==> src/rtl/osd_overlay_pkg.sv <==
package osd_overlay_pkg;

    typedef enum logic [2:0] {
        OSD_BLACK   = 3'b000,
        OSD_BLUE    = 3'b001,
        OSD_GREEN   = 3'b010,
        OSD_CYAN    = 3'b011,
        OSD_RED     = 3'b100,
        OSD_MAGENTA = 3'b101,
        OSD_YELLOW  = 3'b110,
        OSD_WHITE   = 3'b111
    } osd_code_e;

    localparam int unsigned NUM_CHAN = 3;

endpackage

==> src/rtl/osd_palette.sv <==
module osd_palette
    import osd_overlay_pkg::*;
#(
    parameter int unsigned PIX_W = 8
) (
    input  osd_code_e              code,
    output logic [PIX_W-1:0]       pal_r,
    output logic [PIX_W-1:0]       pal_g,
    output logic [PIX_W-1:0]       pal_b
);
    localparam logic [PIX_W-1:0] FULL = {PIX_W{1'b1}};
    localparam logic [PIX_W-1:0] NONE = '0;

    always_comb begin
        unique case (code)
            OSD_BLACK:   begin pal_r = NONE; pal_g = NONE; pal_b = NONE; end
            OSD_BLUE:    begin pal_r = NONE; pal_g = NONE; pal_b = FULL; end
            OSD_GREEN:   begin pal_r = NONE; pal_g = FULL; pal_b = NONE; end
            OSD_CYAN:    begin pal_r = NONE; pal_g = FULL; pal_b = FULL; end
            OSD_RED:     begin pal_r = FULL; pal_g = NONE; pal_b = NONE; end
            OSD_MAGENTA: begin pal_r = FULL; pal_g = NONE; pal_b = FULL; end
            OSD_YELLOW:  begin pal_r = FULL; pal_g = FULL; pal_b = NONE; end
            default:     begin pal_r = FULL; pal_g = FULL; pal_b = FULL; end
        endcase
    end
endmodule

==> src/rtl/osd_chan_pack.sv <==
module osd_chan_pack #(
    parameter int unsigned PIX_W = 8
) (
    input  logic             thru,
    input  logic             sw,
    input  logic [PIX_W-1:0] vid,
    input  logic [PIX_W-1:0] pal,
    input  logic             osd_bit,
    output logic [PIX_W:0]   word
);
    always_comb begin
        if (thru) begin
            word = {vid, osd_bit};
        end else if (sw) begin
            word = {pal, 1'b0};
        end else begin
            word = {vid, 1'b0};
        end
    end
endmodule

==> src/rtl/osd_overlay_mixer.sv <==
module osd_overlay_mixer
    import osd_overlay_pkg::*;
#(
    parameter int unsigned PIX_W = 8
) (
    input  logic             clk,
    input  logic             rst_n,
    input  logic [PIX_W-1:0] vid_r,
    input  logic [PIX_W-1:0] vid_g,
    input  logic [PIX_W-1:0] vid_b,
    input  logic             osd_sw,
    input  logic             osd_r,
    input  logic             osd_g,
    input  logic             osd_b,
    input  logic             thru_mode,
    output logic [PIX_W:0]   out_y,
    output logic [PIX_W:0]   out_v,
    output logic [PIX_W:0]   out_c
);
    localparam int unsigned WORD_W = PIX_W + 1;

    typedef struct packed {
        logic [NUM_CHAN-1:0][WORD_W-1:0] chan;
        logic                            armed;
    } state_t;

    state_t state_d, state_q;

    logic [PIX_W-1:0]  pal_r, pal_g, pal_b;
    logic [PIX_W-1:0]  vid_arr [NUM_CHAN];
    logic [PIX_W-1:0]  pal_arr [NUM_CHAN];
    logic              bit_arr [NUM_CHAN];
    logic [WORD_W-1:0] word_arr [NUM_CHAN];

    osd_palette #(.PIX_W(PIX_W)) i_palette (
        .code  (osd_code_e'({osd_r, osd_g, osd_b})),
        .pal_r (pal_r),
        .pal_g (pal_g),
        .pal_b (pal_b)
    );

    assign vid_arr[0] = vid_r;
    assign vid_arr[1] = vid_g;
    assign vid_arr[2] = vid_b;
    assign pal_arr[0] = pal_r;
    assign pal_arr[1] = pal_g;
    assign pal_arr[2] = pal_b;
    assign bit_arr[0] = osd_r;
    assign bit_arr[1] = osd_g;
    assign bit_arr[2] = osd_b;

    for (genvar ch = 0; ch < NUM_CHAN; ch++) begin : g_chan
        osd_chan_pack #(.PIX_W(PIX_W)) i_pack (
            .thru    (thru_mode),
            .sw      (osd_sw),
            .vid     (vid_arr[ch]),
            .pal     (pal_arr[ch]),
            .osd_bit (bit_arr[ch]),
            .word    (word_arr[ch])
        );
    end

    always_comb begin
        state_d = state_q;
        for (int ch = 0; ch < NUM_CHAN; ch++) begin
            state_d.chan[ch] = word_arr[ch];
        end
        state_d.armed = 1'b1;
    end

    always_ff @(posedge clk) begin
        if (!rst_n) begin
            state_q <= '0;
        end else begin
            state_q <= state_d;
        end
    end

    assign out_y = state_q.chan[0];
    assign out_v = state_q.chan[1];
    assign out_c = state_q.chan[2];

    // armed means the previous edge was out of reset, so $past inputs are meaningful
    AST_VIDEO_PASS: assert property (@(posedge clk) disable iff (!rst_n)
        (state_q.armed && !$past(thru_mode) && !$past(osd_sw)) |->
        (out_y[PIX_W:1] == $past(vid_r) && out_v[PIX_W:1] == $past(vid_g)
         && out_c[PIX_W:1] == $past(vid_b))) else $error("video pass");

    AST_OVERLAY_COLOUR: assert property (@(posedge clk) disable iff (!rst_n)
        (state_q.armed && !$past(thru_mode) && $past(osd_sw)) |->
        (out_y[PIX_W:1] == {PIX_W{$past(osd_r)}} && out_v[PIX_W:1] == {PIX_W{$past(osd_g)}}
         && out_c[PIX_W:1] == {PIX_W{$past(osd_b)}})) else $error("overlay colour");

    AST_THRU_PACK: assert property (@(posedge clk) disable iff (!rst_n)
        (state_q.armed && $past(thru_mode)) |->
        (out_y == {$past(vid_r), $past(osd_r)} && out_v == {$past(vid_g), $past(osd_g)}
         && out_c == {$past(vid_b), $past(osd_b)})) else $error("thru pack");

    AST_LSB_CLEAR: assert property (@(posedge clk) disable iff (!rst_n)
        (state_q.armed && !$past(thru_mode)) |->
        (out_y[0] == 1'b0 && out_v[0] == 1'b0 && out_c[0] == 1'b0)) else $error("lsb clear");

    AST_RESET_CLEAR: assert property (@(posedge clk)
        $past(!rst_n) |-> (out_y == '0 && out_v == '0 && out_c == '0)) else $error("reset clear");
endmodule

==> config.mk <==
export PLATFORM = sky130hd
export DESIGN_NAME = osd_overlay_mixer
export DESIGN_NICKNAME = d
export VERILOG_FILES = /design/src/rtl/osd_overlay_pkg.sv /design/src/rtl/osd_palette.sv /design/src/rtl/osd_chan_pack.sv /design/src/rtl/osd_overlay_mixer.sv
export SDC_FILE = /design/constraint.sdc
export NUM_CORES = 1
export LEC_CHECK = 0
export BUFFER_PORTS_ARGS = -buffer_cell sky130_fd_sc_hd__buf_2
export CAP_MARGIN = 20
export CORE_AREA = 3 3 53 55
export DETAILED_ROUTE_END_ITERATION = 8
export DIE_AREA = 0 0 56 58
export GPL_ROUTABILITY_DRIVEN = 0
export GPL_TIMING_DRIVEN = 0
export PLACE_DENSITY_LB_ADDON = 0.3
export RECOVER_POWER = 25
export SLEW_MARGIN = 20
export SYNTH_ARGS = -nofsm -noshare
export SYNTH_HDL_FRONTEND = slang
export SYNTH_SLANG_ARGS = --single-unit
==> constraint.sdc <==
create_clock -name clk -period 0.8 [get_ports clk]
set_input_delay 0.16 -clock clk [delete_from_list [all_inputs] [get_ports clk]]
set_output_delay 0.16 -clock clk [all_outputs]
set_load 0.02 [all_outputs]
==> metrics.txt <==
status finished, violations left; violated checks negative setup slack; first-pass GRT wire length 3260 um; # Post-CTS Setup Buffers 0; simple-gate area share of the yosys netlist 0.179; Period minus WS final 0.948 ns; Wirelength per Cell 12.0 um; Starting Density 0.342; hold_buf cts 0; Max-slew headroom 0.729; netlist area before placement 832 um^2; Max FO, Critical Path 1; final max-slew violation count 0; Commonest cells post-synth dfxtp_1, nand2_1, o21ai_0; Mapped Nets 118; final worst-path cycle share 1.19; Yosys top cell by area dfxtp_1; Final ANT Viol Nets 0; final worst slack -0.148 ns; Yosys reg bits 27; IO Count 58; Slew @ Worst Pin 0.406 ns; grt total ovfl 0; critical-path cell list buf_6; Hold Slack 0.0545 ns; CTS Buf Count 3; clock slew at reported path FFs 0.14 ns; Routed WL 2120 um; Layout fillers 232; Netlist cell types 10; critical path's slowest cell dfxtp_2; H-tree depth 1; die width 56 um; Hold Fails Final Rpt 0; post-cts gate resize count 81; XOR/XNOR Fraction of Synth Area 0; TritonCTS clock tree built; clock sink total 27; compound-gate portion of the synthesized area 0.144; Max Fclk 1050 MHz; LEAKAGE 0.663 nW; Post-Synth Adder-Cell Area 0; required time of the critical path 0.64 ns; total power 2.59 mW; met3 Use GR 0.0245; DRT Pass-1 Iters 4; mux share of post-synthesis cell area 0; maxcap violations 0; CTS root buffer clkbuf_4; EDFF count, synth 0; leading post-synthesis cells by cell area dfxtp_1, o21ai_0, nand2_1; share of layout cells above drive strength 1 0.612; synth-to-layout area growth 65.7%; HPWL reported at the end of detailed placement 1590 um; Setup-failing EPs final 27; port buffer count 56; sequential area share after synthesis 0.650; worst vdd ir 0.00108 V; Syn Inst Count 87; Register Area 574 um^2; Arr. time, crit path 0.79 ns; power per cell area 1880 nW/um^2; DR vias/cell 4.51; Iter 0 DRT Violations 30; Synth Area per Inst 9.56 um^2; die footprint 3250 um^2; warning count from the yosys run 0; layout net count 179; # rows 18; Die H 58 um; most numerous cell in the Yosys netlist dfxtp_1; Vias 798; Synth Flop Type dfxtp_1; Global Route met1 Usage 0.147; DRC violations left 0; largest net degree at the start of global routing 16; crit-path leading delay family flip-flops; CP Capture Type output port; pre-CTS setup slack -0.170 ns; top cell type's share of synthesized area 0.650; busiest grt layer met2; Multi-input gate area 269 um^2; GRT met2 Usage 0.222; GRT Total Usage 0.128; Worst Path Buf+Inv 1; Hold Crit Class primary input to flop; Max Root-Sink Buffers 2; Setup CP Type flop to output port; RSZ-0062 raised after global routing true; vias in the first global route 765; crit start category flop; initial antenna violation count 0; core box area 2430 um^2; Synth async-reset ratio 0; main combinational cell family by area after synthesis simple AND/OR/NAND/NOR gates; ant diodes 0; CP max stage delay 0.35 ns
==> final timing paths <==
kind,startpoint,to,slack [ns],cells after the start
worst min-delay path,vid_r[5],out_y[6],0.05,3
worst max-delay path,out_c[1],out_c[1],-0.15,1
==> cell usage in the layout (no fill, tap or decap), drive strengths merged <==
cell type	count
clkbuf	8
nand2	24
clkinv	1
o21ai	24
dfxtp	27
nor2b	1
buf	56
and3	3
nand4b	3
==> where the power goes <==
part	internal (mW)	total, mW	switching, mW	leakage (nW)
registers	1.45	1.49	0.0397	0.232
logic	0.261	0.509	0.248	0.413
clock network	0.187	0.581	0.394	0.0177
total	1.90	2.59	0.682	0.663
==> per-stage QoR <==
stage               setup TNS, ns  instances  area [um^2]  utilization
floorplan                       0         87          832            -
global placement            -2.84        173         1150        0.473
detailed placement          -3.47        173         1150        0.473
CTS                         -3.93        177         1380        0.567
global route                -5.01        177         1380        0.567
finish                      -3.76        177         1380        0.567
==> per-layer routing <==
layer | share of wire | vias up | wire length, um
met5 | 0 | - | 0
li1 | - | 412 | -
met1 | 0.41 | 356 | 865
met4 | 0.0099 | 0 | 21
met3 | 0.069 | 2 | 146
met2 | 0.51 | 28 | 1090
==> cell families after synthesis <==
logic type,Yosys count
AO/OA/AOI/OAI,24
AND/OR/NAND/NOR,31
buffers and inverters,5
flip-flops,27
==> flip-flops by register name (all words and copies together), names as in the netlist <==
signal	cells
out_c	9
out_v	9
out_y	9
==> cell type report <==
| class | instances | area share |
|---|---|---|
| Sequential cell | 27 | 0.417 |
| Timing Repair Buffer | 56 | 0.326 |
| Multi-Input combinational cell | 55 | 0.195 |
| Tap cell | 30 | 0.0272 |
| Clock buffer | 3 | 0.0163 |
| Buffer | 5 | 0.0154 |
| Clock inverter | 1 | 0.00363 |
No activity file was read; power rests on OpenSTA's default activity.
